**src/rtl/baud_gen_pkg.sv**
```systemverilog
package baud_gen_pkg;

    typedef enum logic [1:0] {
        SRC_INT   = 2'd0,
        SRC_EXT_A = 2'd1,
        SRC_EXT_B = 2'd2,
        SRC_NONE  = 2'd3
    } src_sel_e;

    typedef enum logic [1:0] {
        ST_OFF  = 2'd0,
        ST_HOLD = 2'd1,
        ST_RUN  = 2'd2
    } ctl_state_e;

    localparam int PRE_RATIO_DEF = 16;
    localparam int DIV_W_DEF     = 12;
    localparam int SYNC_DEF      = 2;

endpackage

```
**src/rtl/baud_edge_sync.sv**
```systemverilog
module baud_edge_sync #(
    parameter int   STAGES    = 2,
    parameter logic RST_VAL   = 1'b0,
    parameter bit   FALL_EDGE = 1'b0
) (
    input  logic clk,
    input  logic rst,
    input  logic din,
    output logic edge_pulse
);
    logic [STAGES:0] sh_q;

    always_ff @(posedge clk) begin
        if (rst) sh_q <= {(STAGES+1){RST_VAL}};
        else     sh_q <= {sh_q[STAGES-1:0], din};
    end

    generate
        if (FALL_EDGE) begin : g_fall
            assign edge_pulse = ~sh_q[STAGES-1] & sh_q[STAGES];
        end else begin : g_rise
            assign edge_pulse = sh_q[STAGES-1] & ~sh_q[STAGES];
        end
    endgenerate

endmodule

```
**src/rtl/baud_ctrl.sv**
```systemverilog
module baud_ctrl
    import baud_gen_pkg::*;
(
    input  logic clk,
    input  logic rst,
    input  logic cfg_en,
    input  logic ab_arm,
    input  logic rx_fall,
    output logic counting,
    output logic ab_busy
);
    ctl_state_e state_q, state_d;
    logic       ab_q, ab_d;

    // state register
    always_ff @(posedge clk) begin
        if (rst) begin
            state_q <= ST_OFF;
            ab_q    <= 1'b0;
        end else begin
            state_q <= state_d;
            ab_q    <= ab_d;
        end
    end

    // next state
    always_comb begin
        state_d = state_q;
        unique case (state_q)
            ST_OFF: begin
                if (cfg_en) state_d = ab_q ? ST_HOLD : ST_RUN;
            end
            ST_RUN: begin
                if (!cfg_en)   state_d = ST_OFF;
                else if (ab_q) state_d = ST_HOLD;
            end
            ST_HOLD: begin
                if (!cfg_en)      state_d = ST_OFF;
                else if (rx_fall) state_d = ST_RUN;
            end
            default: state_d = ST_OFF;
        endcase
    end

    // request flag: a new arm pulse wins over a same-cycle start edge
    always_comb begin
        ab_d = ab_q;
        if (ab_arm)                                         ab_d = 1'b1;
        else if (state_q == ST_HOLD && cfg_en && rx_fall)   ab_d = 1'b0;
    end

    // outputs
    always_comb begin
        counting = (state_q == ST_RUN);
        ab_busy  = ab_q;
    end


    hold_wait_chk: assert property (@(posedge clk) disable iff (rst)
        (state_q == ST_HOLD && cfg_en && !rx_fall) |=> (state_q == ST_HOLD));


    ab_clear_chk: assert property (@(posedge clk) disable iff (rst)
        (state_q == ST_HOLD && cfg_en && rx_fall && !ab_arm) |=> (!ab_busy && counting));


    arm_set_chk: assert property (@(posedge clk) disable iff (rst)
        ab_arm |=> ab_busy);

endmodule

```
**src/rtl/baud_divider.sv**
```systemverilog
module baud_divider #(
    parameter int DIV_W     = 12,
    parameter int PRE_RATIO = 16
) (
    input  logic             clk,
    input  logic             rst,
    input  logic             go,
    input  logic             tick,
    input  logic             cfg_pre,
    input  logic [DIV_W-1:0] cfg_div,
    output logic             baud_out
);
    localparam int PRE_W = $clog2(PRE_RATIO);
    localparam logic [PRE_W-1:0] PRE_LAST = PRE_W'(PRE_RATIO - 1);

    logic             pre_q;
    logic [DIV_W-1:0] div_q, cnt_q, cnt_nx, div_eff;
    logic [PRE_W-1:0] pcnt_q;
    logic             out_q, out_nx, ptick, term;
    logic [DIV_W:0]   low_ph;

    assign ptick   = pre_q ? (tick && pcnt_q == PRE_LAST) : tick;
    assign term    = go && ptick && (cnt_q == div_q);
    assign div_eff = term ? cfg_div : div_q;
    assign low_ph  = ({1'b0, div_eff} + (DIV_W+1)'(2)) >> 1;

    always_comb begin
        if (term)       cnt_nx = '0;
        else if (ptick) cnt_nx = cnt_q + DIV_W'(1);
        else            cnt_nx = cnt_q;
        if (div_eff == '0) out_nx = ptick;
        else               out_nx = ({1'b0, cnt_nx} >= low_ph);
    end

    always_ff @(posedge clk) begin
        if (rst || !go) begin
            pcnt_q <= '0;
            cnt_q  <= '0;
            out_q  <= 1'b0;
            div_q  <= cfg_div;
            pre_q  <= cfg_pre;
        end else begin
            if (pre_q && tick) pcnt_q <= (pcnt_q == PRE_LAST) ? '0 : pcnt_q + PRE_W'(1);
            cnt_q <= cnt_nx;
            out_q <= out_nx;
            if (term) begin
                div_q <= cfg_div;
                pre_q <= cfg_pre;
            end
        end
    end

    assign baud_out = out_q;


    idle_low_chk: assert property (@(posedge clk) disable iff (rst)
        !go |=> !baud_out);


    cnt_range_chk: assert property (@(posedge clk) disable iff (rst)
        go |-> (cnt_q <= div_q));


    div_hold_chk: assert property (@(posedge clk) disable iff (rst)
        (go && !term) |=> $stable(div_q));


    pcnt_zero_chk: assert property (@(posedge clk) disable iff (rst)
        !pre_q |-> (pcnt_q == '0));


    hold_no_tick_chk: assert property (@(posedge clk) disable iff (rst)
        (go && !tick && div_q != '0) |=> $stable(baud_out));

endmodule

```
**src/rtl/baud_gen.sv**
```systemverilog
module baud_gen
    import baud_gen_pkg::*;
#(
    parameter int DIV_W     = DIV_W_DEF,
    parameter int PRE_RATIO = PRE_RATIO_DEF,
    parameter int SYNC      = SYNC_DEF
) (
    input  logic             clk,
    input  logic             rst,
    input  logic             cfg_en,
    input  logic [1:0]       cfg_src,
    input  logic             cfg_pre16,
    input  logic [DIV_W-1:0] cfg_div,
    input  logic             ab_arm,
    input  logic             ext_clk_a,
    input  logic             ext_clk_b,
    input  logic             rxd,
    output logic             baud_out,
    output logic             ab_busy
);
    logic rise_a, rise_b, rx_fall, counting, go, tick;

    baud_edge_sync #(.STAGES(SYNC), .RST_VAL(1'b0), .FALL_EDGE(1'b0)) u_sync_a (
        .clk(clk), .rst(rst), .din(ext_clk_a), .edge_pulse(rise_a));

    baud_edge_sync #(.STAGES(SYNC), .RST_VAL(1'b0), .FALL_EDGE(1'b0)) u_sync_b (
        .clk(clk), .rst(rst), .din(ext_clk_b), .edge_pulse(rise_b));

    baud_edge_sync #(.STAGES(SYNC), .RST_VAL(1'b1), .FALL_EDGE(1'b1)) u_sync_rx (
        .clk(clk), .rst(rst), .din(rxd), .edge_pulse(rx_fall));

    always_comb begin
        unique case (src_sel_e'(cfg_src))
            SRC_INT:   tick = 1'b1;
            SRC_EXT_A: tick = rise_a;
            SRC_EXT_B: tick = rise_b;
            default:   tick = 1'b0;
        endcase
    end

    baud_ctrl u_ctrl (
        .clk(clk), .rst(rst), .cfg_en(cfg_en), .ab_arm(ab_arm),
        .rx_fall(rx_fall), .counting(counting), .ab_busy(ab_busy));

    assign go = counting & cfg_en;

    baud_divider #(.DIV_W(DIV_W), .PRE_RATIO(PRE_RATIO)) u_div (
        .clk(clk), .rst(rst), .go(go), .tick(tick), .cfg_pre(cfg_pre16),
        .cfg_div(cfg_div), .baud_out(baud_out));

endmodule

```
**config.mk**
```make
export PLATFORM = sky130hd
export DESIGN_NAME = baud_gen
export DESIGN_NICKNAME = d
export VERILOG_FILES = /design/src/rtl/baud_gen_pkg.sv /design/src/rtl/baud_edge_sync.sv /design/src/rtl/baud_ctrl.sv /design/src/rtl/baud_divider.sv /design/src/rtl/baud_gen.sv
export SDC_FILE = /design/constraint.sdc
export NUM_CORES = 1
export LEC_CHECK = 0
export ABC_AREA = 1
export BUFFER_PORTS_ARGS = -buffer_cell sky130_fd_sc_hd__buf_4
export CAP_MARGIN = 25
export CELL_PAD_IN_SITES_DETAIL_PLACEMENT = 2
export CELL_PAD_IN_SITES_GLOBAL_PLACEMENT = 2
export CORE_MARGIN = 4
export CORE_UTILIZATION = 35
export CTS_CLUSTER_SIZE = 16
export DETAILED_ROUTE_END_ITERATION = 10
export PLACE_DENSITY = 0.86
export REMOVE_ABC_BUFFERS = 1
export SLEW_MARGIN = 10
export SYNTH_ARGS = -nofsm -noshare
export SYNTH_HDL_FRONTEND = slang
export SYNTH_HIERARCHICAL = 1
export SYNTH_SLANG_ARGS = --single-unit
```
**constraint.sdc**
```tcl
create_clock -name clk -period 5.8 [get_ports clk]
set_input_delay 0.58 -clock clk [delete_from_list [all_inputs] [get_ports clk]]
set_output_delay 0.58 -clock clk [all_outputs]
set_load 0.02 [all_outputs]
```
* After elaboration in Yosys (flattened, before gate mapping) *
Index checks and enable logic that the tools add are counted.

storage, ports and cells
  flip-flop bits (word level) = 42
  output and inout bits = 2
  logic and storage cells = 63

operators by class
  add/subtract/negate cells = 3
  $lt $le $gt $ge = 1
  eq/ne operators = 9
  mux-type cells = 19
  bitwise logic cells = 7
  reductions and logical operators = 14

operator list
  cell                                                    number
  2-to-1 mux 12 bit                                       4
  adder 12 x 2 -> 13 bit (second input constant)          1
  adder 12 x 1 -> 12 bit (second input constant)          1
  equality test 12 bit                                    1
  greater-or-equal comparator 12 bit                      1
  logical NOT 12 bit                                      1
  2-to-1 mux 2 bit                                        6
  logical AND 1 bit                                       6
  2-to-1 mux 1 bit                                        6
  inequality test 3 x 2 -> 1 bit (second input constant)  2
  one-hot mux 2 bit (3 select lines)                      1
  adder 4 x 1 -> 4 bit (second input constant)            1
  bitwise AND 1 bit                                       4
  equality test 2 x 1 -> 1 bit (second input constant)    2
  equality test 2 bit (second input constant)             2
  equality test 4 bit (second input constant)             1
  logical NOT 2 bit                                       2
  2-to-1 mux 4 bit                                        1
  nonzero test 2 bit                                      2
  inverter 1 bit                                          3
  one-hot mux 1 bit (3 select lines)                      1
  AND reduction 3 bit                                     1
  inequality test 2 bit (second input constant)           1
  logical NOT 1 bit                                       1
  logical OR 1 bit                                        1

* Depth between registers and ports, before layout *
Gate-level depths: netlist of the first run.

  word-level depth = 11
  mapped depth = 28
  gate-level depth less buffers = 27

* Modules after synthesis *
The synthesis of the first run kept the hierarchy.

by module, submodules not included
  module                          instances  cells each  area each (um^2)  sequential area each (um^2)
  baud_divider                    1          417         2491.1            610.6
  baud_edge_sync at u_sync_a ...  2          10          86.3              60.1
  baud_ctrl                       1          24          153.9             60.1
  baud_edge_sync at u_sync_rx     1          12          93.8              60.1
  baud_gen                        1          9           33.8              0.0

* Worst setup path before layout of the first run *
Ideal clock, no wire load.

  path kind = input -> register
  from = input cfg_src[0]
  to = register u_div.out_q (netlist: u_div/baud_out)
  arrival time = 3.000 ns
  data required time = 5.687 ns
  path slack = 2.687 ns
  stages on the path = 25
  path through = nand2_1 -> nand2_1 -> nand2_1 -> nand2_2 -> nor2_2 -> nand3_2 -> buf_6 -> nand2_1 -> nand2_1 -> inv_1 -> ha_1 -> nand3_2 -> nor2_4 -> nand3_1 -> nand2_1 -> nand2_1 -> ha_1 -> nand4_1 -> inv_1 -> nand3_1 -> o2111ai_1 -> a31oi_1 -> nand2_1 -> nand2_1 -> nor2_1

on the way
  longest elaborated chain between the ends = 10

ends and longest elaborated chain
  element                                            RTL line            RTL
  start, declared                                    baud_gen.sv:11      input logic [1:0] cfg_src,
  equality test 2 bit, or another cell as far along  baud_gen.sv:33      unique case (src_sel_e'(cfg_src))
  one-hot mux 1 bit (3 select lines) (*)             baud_gen.sv:33
  net tick                                           baud_gen.sv:21      logic rise_a, rise_b, rx_fall, counting, go, tick;
  logical AND 1 bit                                  baud_divider.sv:22  assign ptick = pre_q ? (tick && pcnt_q == PRE_LAST) : tick;
  2-to-1 mux 1 bit (*)                               baud_divider.sv:22
  logical AND 1 bit (2 in series)                    baud_divider.sv:23  assign term = go && ptick && (cnt_q == div_q);
  2-to-1 mux 12 bit                                  -
  adder 12 x 2 -> 13 bit                             baud_divider.sv:25  assign low_ph = ({1'b0, div_eff} + (DIV_W+1)'(2)) >> 1;
  greater-or-equal comparator 12 bit                 baud_divider.sv:32  else out_nx = ({1'b0, cnt_nx} >= low_ph);
  2-to-1 mux 1 bit (*)                               baud_divider.sv:31  if (div_eff == '0) out_nx = ptick;
  end signal, assigned                               baud_divider.sv:45  out_q <= out_nx;
  end, declared                                      baud_divider.sv:19  logic out_q, out_nx, ptick, term;

The timed path passes the listed nets; every way through them passes the cells marked *.
A chain may end at the register's enable or synchronous reset.

* Worst setup path after layout of the first run *
  from = register u_div.pcnt_q[0]
  to = register u_div.out_q (netlist: u_div/baud_out)

on the way
  longest elaborated chain between the ends = 9

ends and longest elaborated chain
  element                             RTL line            RTL
  start, declared                     baud_divider.sv:18  logic [PRE_W-1:0] pcnt_q;
  start signal, assigned              baud_divider.sv:43  if (pre_q && tick) pcnt_q <= (pcnt_q == PRE_LAST) ? '0 : pcnt_q + PRE_W'(1);
  equality test 4 bit (*)             baud_divider.sv:22
  logical AND 1 bit (*)               baud_divider.sv:22
  2-to-1 mux 1 bit (*)                baud_divider.sv:22
  logical AND 1 bit (2 in series)     baud_divider.sv:23
  2-to-1 mux 12 bit                   -
  adder 12 x 2 -> 13 bit              baud_divider.sv:25
  greater-or-equal comparator 12 bit  baud_divider.sv:32
  2-to-1 mux 1 bit (*)                baud_divider.sv:31

Every way passes the cells marked *; elsewhere a longest branch is shown, timed or not.

==> results of run 1 <==
==> worst max-delay path: stages, from the launching register on <==
cell and delay (ns):
dfxtp_1 0.39, ha_1 0.23, nand3_1 0.11, nand2_1 0.09, nand2_2 0.15, nor2_2 0.16
nand3_2 0.47, nand2_1 0.20, nand2_1 0.13, inv_1 0.19, ha_1 0.23, nand3_2 0.12
nor2_4 0.16, nand3_1 0.11, nand2_1 0.07, nand2_1 0.06, ha_1 0.29, nand4_1 0.07
inv_1 0.06, nand3_1 0.08, o2111ai_1 0.09, a31oi_1 0.15, nand2_1 0.07, nand2_1 0.06
nor2_1 0.04
==> power groups by stage <==
stage,registers [mW],logic [mW],clock network [mW]
after floorplan,0.313,0.0766,0
after global placement,0.314,0.113,0
after detailed placement,0.316,0.120,0
after CTS,0.309,0.122,0.249
after global routing,0.310,0.138,0.262
final,0.309,0.120,0.243
==> metrics by stage <==
step / hold slack (ns) / power, mW / instances
floorplan: 0.387 / 0.389 / 476
finish: 0.421 / 0.672 / 613
global route: 0.437 / 0.710 / 613
detailed placement: 0.409 / 0.436 / 605
global placement: 0.391 / 0.427 / 605
CTS: 0.422 / 0.680 / 613
==> layer usage <==
layer,up-vias,share of wire
met5,-,0
met4,0,0.018
met3,8,0.018
met2,30,0.52
met1,1504,0.45
li1,1537,-
==> kinds of logic after synthesis <==
logic type | share of synthesized area
DFF | 0.289
AOI/OAI and AO/OA | 0.0731
and+or+nand+nor | 0.423
adders and majority gates | 0.0637
buffers and inverters | 0.124
xor gates and xnor gates | 0.0268
==> worst paths after layout <==
| kind | start | depth (start not counted) | endpoint | slack (ns) |
|---|---|---|---|---|
| max reg2reg | u_div/pcnt_q[0]$_SDFFE_PP0P_ | 24 | u_div/baud_out$_SDFF_PP0_ | 1.91 |
| max | u_div/pcnt_q[0]$_SDFFE_PP0P_ | 24 | u_div/baud_out$_SDFF_PP0_ | 1.91 |
| min | u_sync_b/sh_q[0]$_SDFF_PP0_ | 2 | u_sync_b/sh_q[1]$_SDFF_PP0_ | 0.42 |
| min reg2reg | u_sync_b/sh_q[0]$_SDFF_PP0_ | 2 | u_sync_b/sh_q[1]$_SDFF_PP0_ | 0.42 |
==> state kept, by name, summed over array words and instances, names as in the netlist <==
signal and cells:
u_sync_a/sh_q 3, u_div/pre_q 1, u_div/div_q 12, u_sync_rx/sh_q 3
u_div/baud_out 1, u_div/pcnt_q 4, u_sync_b/sh_q 3, u_div/cnt_q 12
u_ctrl/state_q 2, u_ctrl/ab_busy 1
==> cell type report <==
cell class | instances | area [sq um]
fillers | 1062 | 4880
multi-input cells | 345 | 1730
flip-flops and latches | 42 | 851
inverters | 89 | 334
repair buffers | 24 | 180
well taps | 105 | 131
clock buffers | 6 | 72.6
clock inverters | 2 | 37.5
==> cells in the final DEF, fill, tap and decap left out, types with 12 or more instances in the layout <==
cell type,netlist,layout
ha_1,15,15
buf_4,0,24
a21oi_1,12,12
inv_1,82,82
nand4_1,13,13
nand3_1,29,29
nor2_1,62,62
dfxtp_1,41,41
o21ai_0,21,21
nand2_1,149,149
==> reports/summary.md, run 1 <==
* average wire per cell in the routed design: 17.3 um
* area share of the largest cell type after synthesis: 0.279
* met2 Usage GRT: 0.398
* Starting Density: 0.358
* share of cells above drive strength 1: 0.116
* clock root buffer: clkbuf_8
* startpoint-to-endpoint class of the critical path: reg2reg
* Final Net Count: 544
* standard cell core area: 0.00822 sq mm
* number of buffers between clock root and the deepest sink: 2
* number of clock buffers inserted by TritonCTS: 5
* Post-Synthesis Mean Instance Area: 6.11 sq um
* Power per Cell Area: 202 mW/mm^2
* clock network fraction of total power: 0.361
* floorplan die area: 0.00995 sq mm
* met3 capacity usage during global routing: 0.0196
* Worst-Skew Late Latency: 0.31 ns
* site row count: 33
* final hold violation count: 0
* Peak Freq: 257 MHz
* worst path required time: 6.02 ns
* clock input transition at the sequential cells of the worst setup and hold paths: 0.09 ns
* final-report setup violation count: 0
* sequential share of the synthesized area: 0.289
* initial antenna violation count: 0
* # clock sinks: 42
* count of buffers inserted at the top-level ports: 23
* slew at the pin closest to its max-slew limit: 0.642 ns
* DRC: 0
* post-placement setup slack: 1.74 ns
* final standard cell area without fillers: 0.00333 sq mm
* busiest metal layer after global routing: met2
* CTS H-Tree Depth: 2
* status: completed
* post-place instance area: 0.00322 sq mm
* Max transition margin: 0.571
* Detail Route Antenna Nets: 0
* antenna cell count: 0
* Comb pwr share: 0.179
* sequential group share of total power: 0.459
* unrepaired setup endpoints after global routing: no
* crit path DAT: 4.10 ns
* CP max FO: 23
* setup slack after layout: 1.91 ns
* RePlAce Congestion: 0.819
* clock tree from TritonCTS: yes
* count of unique library cells instantiated by Yosys: 34
* sort of element at the end of the critical path: flip-flop
* total setup buffers inserted after CTS: 0
* met1 usage in global routing: 0.280
* die span in x: 99.7 um
* Post-synth ARST share: 0
* per-cell via count in the routed design: 5.02
* final critical-path share of the clock period: 0.670
* prevailing post-synth register cell: dfxtp_1
* core utilization of the finished layout: 0.406
* vias in the first global route: 3,351
* worst IR drop on VDD: 0.0933 mV
* kind of start point of the critical path: flip-flop
* first-pass GRT wire length: 17.3 mm
* count of flip-flops with a built-in enable after synthesis: 1
* most frequent cells after synthesis: nand2_1, inv_1, nor2_1
* iteration count of the initial detailed-routing pass: 4
* Leakage Power: 1.74 nW
* synthesized area: 0.00295 sq mm
* global-route total usage across every layer: 0.223
* synthesis-stage register bit count: 42
* Period minus WS final: 3.89 ns
* Synth area leader: dfxtp_1
* Slew Limit Fails: 0
* most repeated cell in the gate-level netlist after synthesis: nand2_1
* Max-Cap Viols: 0
* Net Sw Frac: 0.301
* gate count of the mapped netlist: 482
* switching power: 0.202 mW
* drt total wl: 10.6 mm
* number of gates given a new drive strength after cts: 0
* largest net degree at the start of global routing: 24
* layout-stage area growth over the synthesis result: 13.2%
* CTS Hold Bufs: 0
* Int Power: 0.470 mW
* setup_tns: 0 ns
* Die Span Y: 99.7 um
* Post-Route Skew: 0.0114 ns
* initial detailed-routing violation count: 142
* largest cells by area after synthesis: dfxtp_1, nand2_1, inv_1
* type of the most critical hold path: reg2reg
* global route overflow: 0
* count of yosys warnings during synthesis: 6
* vias after detailed routing: 3,079
* I/O pins: 24
* DPL Wire Length: 8.45 mm
(Power assumes the default switching activity.)
==> run 2: changes to the inputs <==
--- a/config.mk
+++ b/config.mk
@@ -11,10 +11,10 @@
 export CELL_PAD_IN_SITES_DETAIL_PLACEMENT = 2
 export CELL_PAD_IN_SITES_GLOBAL_PLACEMENT = 2
 export CORE_MARGIN = 4
-export CORE_UTILIZATION = 35
+export CORE_UTILIZATION = 29
 export CTS_CLUSTER_SIZE = 16
 export DETAILED_ROUTE_END_ITERATION = 10
-export PLACE_DENSITY = 0.86
+export PLACE_DENSITY = 0.76
 export REMOVE_ABC_BUFFERS = 1
 export SLEW_MARGIN = 10
 export SYNTH_ARGS = -nofsm -noshare
==> constraint.sdc (replaced) <==
create_clock -name clk -period 3.4 [get_ports clk]
set_input_delay 0.34 -clock clk [delete_from_list [all_inputs] [get_ports clk]]
set_output_delay 0.34 -clock clk [all_outputs]
set_load 0.02 [all_outputs]
==> run 2 against run 1 <==
Effect of this change:
- count of clock-buffer cells in the layout did not move
- largest power group unchanged
- combinational power rose by 100%
- hold slack worse by 0.21 ns
- setup slack got worse by 1.8 ns
- core utilization shrank 2.4 points
- power increased by 89%
- sequential cell count is the same
- design area grew 12%
- sequential share of layout area decreased by 2.6 points
- largest cell class unchanged
- sequential power up 71%
- maximum frequency grew 19%
==> reports/summary.md, run 2 (same netlist as run 1, synthesis figures left out) <==
* status: completed
* RePlAce Congestion: 0.828, +1.1%
* most frequent cells in the layout: nand2_1, inv_1, nor2_1
* cell type with the highest occurrence count on the critical path: nand2_1
* Starting Density: 0.300, -0.0585
* type of the most critical hold path: in2reg
* final-report setup violation count: 0, unchanged
* global route overflow: 0, unchanged
* CTS H-Tree Depth: 2, unchanged
* number of buffers between clock root and the deepest sink: 2, unchanged
* standard cell core area: 0.00982 sq mm, +20%
* slew at the pin closest to its max-slew limit: 0.621 ns, -0.0207 ns
* vias in the first global route: 3,474, +3.7%
* final critical-path share of the clock period: 0.959, +0.290
* CTS Hold Bufs: 0, unchanged
* initial detailed-routing violation count: 194, +37%
* core utilization of the finished layout: 0.381, -0.0243
* startpoint-to-endpoint class of the critical path: reg2reg
* kind of start point of the critical path: flip-flop
* Slew Limit Fails: 0, unchanged
* share of cells above drive strength 1: 0.224, +0.108
* antenna cell count: 0, unchanged
* Crit path largest cell delay: 0.42 ns, -0.05 ns
* Period minus WS final: 3.26 ns, -0.623 ns
* worst hold margin: 0.212 ns, -0.210 ns
* Final Net Count: 568, +4.4%
* largest net degree at the start of global routing: 23, -4.2%
* largest registers: u_div/cnt_q: 12 flops, u_div/div_q: 12 flops, u_div/pcnt_q: 4 flops
* worst path required time: 3.61 ns, -2.41 ns
* count of filler cells inserted in the layout: 1,245, +17%
* drt total wl: 11.7 mm, +10%
* vias after detailed routing: 3,249, +5.5%
* final hold violation count: 0, unchanged
* setup_tns: 0 ns, unchanged
* die span in x: 109 um, +9.1%
* I/O pins: 24, unchanged
* clock tree from TritonCTS: yes
* Inst Count DP: 644, +6.4%
* Post-Layout Cell Count: 665, +8.5%
* crit path DAT: 3.47 ns, -0.63 ns
* Leakage Power: 1.91 nW, +9.4%
* Max-Cap Viols: 0, unchanged
* setup slack after layout: 0.138 ns, -1.78 ns
* sort of element at the end of the critical path: flip-flop
* floorplan die area: 0.0118 sq mm, +19%
* site row count: 36, +9.1%
* initial antenna violation count: 0, unchanged
* layout-stage area growth over the synthesis result: 27.2%
* Post-Route Skew: 0.00894 ns, -0.00248 ns
* worst IR drop on VDD: 0.168 mV, +80%
* post-placement setup slack: -0.0844 ns, -1.82 ns
* worst-path cell with the longest stage delay: dfxtp_1
* area taken by flip-flops and latches: 860 sq um, +1.0%
* chain of cells forming the critical path: inv_1, nand2_1, nand2_1, nor3_2, nand3_4, buf_8, clkbuf_2, nand2_1, nand2_1, inv_1, nand3_1, nand2_1, nand2_1, ha_1, nand4_1, inv_1, nand3_1, o2111ai_1, a31oi_1, nand2_1, nand2_1, nor2_1
* global-route total usage across every layer: 0.195, -0.0280
* per-cell via count in the routed design: 4.89, -2.7%
* clock root buffer: clkbuf_8
* Die Span Y: 109 um, +9.1%
* DRC: 0, unchanged
* DPL Wire Length: 8.91 mm, +5.5%
* count of buffers inserted at the top-level ports: 23, unchanged
* clock input transition at the sequential cells of the worst setup and hold paths: 0.09 ns, about the same
* iteration count of the initial detailed-routing pass: 4, unchanged
* Peak Freq: 307 MHz, +19%
* Detail Route Antenna Nets: 0, unchanged
* area of combinational cells with multiple inputs: 0.00187 sq mm, +8.5%
* Max transition margin: 0.584, +0.0138
* CP max FO: 6, -74%
* Worst-Skew Late Latency: 0.30 ns, about the same
* average wire per cell in the routed design: 17.7 um, +1.8%
* Power per Cell Area: 340 mW/mm^2, +69%
* number of clock buffers inserted by TritonCTS: 5, unchanged
* # clock sinks: 42, unchanged
* first-pass GRT wire length: 17.8 mm, +3.1%
* commonest non-fill, non-tap cell in the layout: nand2_1
[run 2: cell types whose count changed in the layout (fill, tap and decap cells not counted), sizes merged]
cell and delta:
buf +23, bufinv +1, clkbuf +1, clkinvlp -1
[run 2: per-layer routing]
layer,global-route usage,vias to the layer above,routed length [um]
li1,-,1586,-
met1,0.243,1599,5140
met4,0.0442,0,211
met5,0,-,0
met2,0.356,48,6040
met3,0.0225,16,351
[run 2: layout make-up]
type | instances | area share
Sequential cell | 42 | 0.229
Clock buffer | 6 | 0.0220
Multi-Input combinational cell | 345 | 0.500
Clock inverter | 2 | 0.0160
Tap cell | 133 | 0.0444
Timing Repair Buffer | 48 | 0.0985
Inverter | 89 | 0.0892
[run 2: path summary, 6_finish.rpt]
path	from	to	slack, ns	cells after the start
min	rxd	u_sync_rx/sh_q[0]$_SDFF_PP1_	0.21	3
min reg2reg	u_sync_rx/sh_q[0]$_SDFF_PP1_	u_sync_rx/sh_q[1]$_SDFF_PP1_	0.43	2
max reg2reg	u_div/cnt_q[9]$_SDFF_PP0_	u_div/baud_out$_SDFF_PP0_	0.14	22
max	u_div/cnt_q[9]$_SDFF_PP0_	u_div/baud_out$_SDFF_PP0_	0.14	22
[run 2: power by group]
group | total [mW] | switching, mW | leakage (nW) | internal (mW)
logic | 0.241 | 0.152 | 1.48 | 0.0891
registers | 0.528 | 0.0148 | 0.350 | 0.513
clock network | 0.505 | 0.191 | 0.0714 | 0.314
total | 1.27 | 0.358 | 1.91 | 0.915
[run 2: what timing repair did]
action	4_1_cts	5_1_grt
pin swaps	0	18
endpoints found under the setup margin	1	1
setup buffers	0	13
resized for setup	2	45
[run 2: critical path: cells and delay by family, from the launching register on]
family                   cells  cell delay (ns)
AO/OA/AOI/OAI                2             0.26
adder cells (fa/ha/maj)      1             0.28
buffers and inverters        5             0.71
flip-flops                   1             0.42
AND/OR/NAND/NOR             14             1.50
[run 2: stage by stage]
stage | power [mW] | cell area (sq um)
after global routing | 1.34 | 3750
after global placement | 0.739 | 3340
after CTS | 1.26 | 3500
after floorplan | 0.664 | 2910
final | 1.27 | 3750
after detailed placement | 0.751 | 3340
==> run 3: changes to the inputs <==
--- a/config.mk
+++ b/config.mk
@@ -5,13 +5,12 @@
 export SDC_FILE = /design/constraint.sdc
 export NUM_CORES = 1
 export LEC_CHECK = 0
-export ABC_AREA = 1
 export BUFFER_PORTS_ARGS = -buffer_cell sky130_fd_sc_hd__buf_4
 export CAP_MARGIN = 25
 export CELL_PAD_IN_SITES_DETAIL_PLACEMENT = 2
 export CELL_PAD_IN_SITES_GLOBAL_PLACEMENT = 2
 export CORE_MARGIN = 4
-export CORE_UTILIZATION = 29
+export CORE_UTILIZATION = 33
 export CTS_CLUSTER_SIZE = 16
 export DETAILED_ROUTE_END_ITERATION = 10
 export PLACE_DENSITY = 0.76
==> constraint.sdc (replaced) <==
create_clock -name clk -period 3.4 [get_ports clk]
set_input_delay 0.68 -clock clk [delete_from_list [all_inputs] [get_ports clk]]
set_output_delay 0.68 -clock clk [all_outputs]
set_load 0.02 [all_outputs]
==> run 3 against run 2 <==
Effect of this change:
- the flow now finishes with violations (negative setup slack)
- combinational power shrank 15%
- core utilization rose by 7.9 points
- maximum frequency shrank 9.7%
- first-iteration DRC count decreased by 49%
- critical path depth shrank 4
- wire length decreased by 14%
- clock skew fell by 0.0016 ns
- setup slack worse by 0.35 ns
- synthesized cell count fell by 37%
- final cell count down 28%
- critical path type is now in2reg
- largest cell class unchanged
- highest routed layer unchanged
==> reports/summary.md, run 3 <==
* status: finished, violations left
* failing checks: negative setup slack
* unrepaired setup endpoints after global routing: yes
* largest registers: u_div/cnt_q: 12 flops, u_div/div_q: 12 flops, u_div/pcnt_q: 4 flops
* count of flip-flops with a built-in enable after synthesis: 1, unchanged
* global route overflow: 0, unchanged
* Post-Synthesis Mean Instance Area: 8.70 sq um, +42%
* vias after detailed routing: 2,553, -21%
* CP max FO: 3, -3
* setup slack after layout: -0.213 ns, -0.350 ns
* xor and xnor fraction of the mapped netlist area: 0.135, +0.109
* prevailing post-synth register cell: dfxtp_1
* synthesized area: 0.00265 sq mm, -9.9%
* startpoint-to-endpoint class of the critical path: in2reg
* post-place instance area: 0.00326 sq mm, -2.4%
* total power consumption of the routed design: 1.15 mW, -9.8%
* antenna cell count: 0, unchanged
* type of the most critical hold path: reg2reg
* Post-Route Skew: 0.00736 ns, -0.00159 ns
* Max transition margin: 0.612, +0.0278
* drt total wl: 10.1 mm, -14%
* number of clock buffers inserted by TritonCTS: 5, unchanged
* worst hold margin: 0.437 ns, +0.225 ns
* most repeated cell in the gate-level netlist after synthesis: dfxtp_1
* initial detailed-routing violation count: 99, -49%
* largest family of logic cells by synthesized area: simple AND/OR/NAND/NOR gates
* synthesized-area fraction occupied by ao, oa, aoi and oai cells: 0.0712, -0.00187
* count of unique library cells instantiated by Yosys: 45, +32%
* crit path DAT: 3.80 ns, +0.33 ns
* final standard cell area without fillers: 0.00357 sq mm, -4.6%
* average wire per cell in the routed design: 21.0 um, +19%
* number of buffers between clock root and the deepest sink: 2, unchanged
* global-route total usage across every layer: 0.218, +0.0238
* area share of the largest cell type after synthesis: 0.309, +0.0306
* share of synthesized cell area in and, or, nand and nor gates: 0.257, -0.166
* final critical-path share of the clock period: 1.06, +0.103
* clock input transition at the sequential cells of the worst setup and hold paths: 0.09 ns, about the same
* DPL Wire Length: 6.83 mm, -23%
* Final Net Count: 416, -27%
* Post-synth ARST share: 0, unchanged
* most frequent cells after synthesis: dfxtp_1, nor2_1, xnor2_1
* slew at the pin closest to its max-slew limit: 0.581 ns, -0.0400 ns
* commonest non-fill, non-tap cell in the layout: buf_4
* Starting Density: 0.342, +0.0417
* gate count of the mapped netlist: 305, -37%
* largest cells by area after synthesis: dfxtp_1, xnor2_1, ha_1
* final hold violation count: 0, unchanged
* Adder-Cell Fraction of Synth Area: 0.0707, +0.00700
* iteration count of the initial detailed-routing pass: 4, unchanged
* count of buffers inserted at the top-level ports: 23, unchanged
* Period minus WS final: 3.61 ns, +0.350 ns
* initial antenna violation count: 0, unchanged
* layout-stage area growth over the synthesis result: 34.7%
* clock tree from TritonCTS: yes
* count of yosys warnings during synthesis: 6, unchanged
* share of cells above drive strength 1: 0.347, +0.124
* final-report setup violation count: 1, +1
* clock root buffer: clkbuf_8
* kind of start point of the critical path: input port
* Max-Cap Viols: 0, unchanged
* Detail Route Antenna Nets: 0, unchanged
* mux contribution to synthesized area: 0.0985, +0.0985
* die span in x: 97.7 um, -10%
* Worst-Skew Late Latency: 0.30 ns, about the same
* CTS H-Tree Depth: 2, unchanged
* site row count: 32, -11%
* largest net degree at the start of global routing: 26, +13%
* sort of element at the end of the critical path: flip-flop
* DRC: 0, unchanged
* Slew Limit Fails: 0, unchanged
* I/O pins: 24, unchanged
* synthesis-stage register bit count: 42, unchanged
* RePlAce Congestion: 0.852, +2.9%
* Synth area leader: dfxtp_1
* floorplan die area: 0.00954 sq mm, -19%
* sequential share of the synthesized area: 0.321, +0.0317
* Leakage Power: 1.50 nW, -21%
* Die Span Y: 97.7 um, -10%
* # clock sinks: 42, unchanged
* first-pass GRT wire length: 16.5 mm, -7.3%
* vias in the first global route: 3,038, -13%
* Power per Cell Area: 321 mW/mm^2, -5.5%
* standard cell core area: 0.00777 sq mm, -21%
* per-cell via count in the routed design: 5.30, +8.4%
* most frequent cells in the layout: buf_4, dfxtp_1, nor2_1
* Peak Freq: 277 MHz, -9.7%
* worst path required time: 3.59 ns, -0.02 ns
* worst IR drop on VDD: 0.190 mV, +13%
* CTS Hold Bufs: 0, unchanged
## run 3: cell count changes after synthesis, moves of 5 or more
cell / change
and3_1: +7
inv_1: -74
inv_2: -5
mux2_2: +13
mux2i_1: +10
nand2_1: -127
nand2_2: -6
nand3_1: -14
nand4_1: -5
nor2_1: -27
nor2b_1: +8
nor4_1: +6
o21ai_0: -11
xnor2_1: +33
## run 3: cell families after synthesis
family                   after synthesis
multiplexers                          24
adder cells (fa/ha/maj)               15
AND/OR/NAND/NOR                      132
XOR/XNOR                              41
AO/OA/AOI/OAI                         30
flip-flops                            42
buffers and inverters                 21
## run 3: routing by layer
| metal | global-route usage | part of all wire | vias up |
|---|---|---|---|
| li1 | - | - | 1207 |
| met1 | 0.258 | 0.42 | 1289 |
| met2 | 0.403 | 0.53 | 41 |
| met3 | 0.0309 | 0.022 | 16 |
| met4 | 0.0703 | 0.022 | 0 |
| met5 | 0 | 0 | - |
## run 3: repair_timing
action,CTS,global route
setup endpoints to repair,1,1
buffers inserted,3,0
pin swaps,12,1
resized for setup,28,10
## run 3: stage by stage
step | worst slack, ns | util | std cells | TNS [ns]
after global routing | -0.383 | 0.460 | 482 | -0.383
after detailed placement | -1.12 | 0.420 | 471 | -1.12
after floorplan | -0.528 | - | 293 | -0.528
final | -0.213 | 0.460 | 482 | -0.213
after CTS | -0.162 | 0.454 | 482 | -0.162
after global placement | -0.645 | 0.420 | 471 | -0.645
## run 3: final cells by class
cell class / instances / area (sq um)
repair buffers: 79 / 597
multi-input cells: 242 / 1850
clock inverters: 3 / 43.8
well taps: 102 / 128
clock buffers: 5 / 68.8
flip-flops and latches: 42 / 855
fillers: 849 / 4190
inverters: 9 / 36.3
## run 3: final timing paths
check                                       to  depth (start not counted)                         start  slack (ns)
setup reg to reg     u_div/baud_out$_SDFF_PP0_                         18   u_sync_a/sh_q[1]$_SDFF_PP0_       -0.17
setup / recovery     u_div/baud_out$_SDFF_PP0_                         18                    cfg_src[1]       -0.21
hold / removal    u_sync_rx/sh_q[1]$_SDFF_PP1_                          1  u_sync_rx/sh_q[0]$_SDFF_PP1_        0.44
hold reg to reg   u_sync_rx/sh_q[1]$_SDFF_PP1_                          1  u_sync_rx/sh_q[0]$_SDFF_PP1_        0.44
## run 3: power by group
group / switching [mW] / internal, mW / total [mW]
registers: 0.0145 / 0.510 / 0.525
clock network: 0.197 / 0.221 / 0.418
logic: 0.104 / 0.102 / 0.206
total: 0.315 / 0.833 / 1.15
## run 3: critical path, stage by stage
cell,delay (ns)
buf_6,0.09
nand2b_4,0.14
a21oi_4,0.14
o2111ai_2,0.13
or4_4,0.48
mux2_4,0.25
ha_4,0.18
nand3_4,0.08
nor2_4,0.15
nand2_2,0.08
xnor2_2,0.17
mux2i_1,0.11
ha_2,0.21
a2111oi_4,0.32
o21ai_1,0.12
a21oi_1,0.16
o21ai_1,0.08
o221a_1,0.23
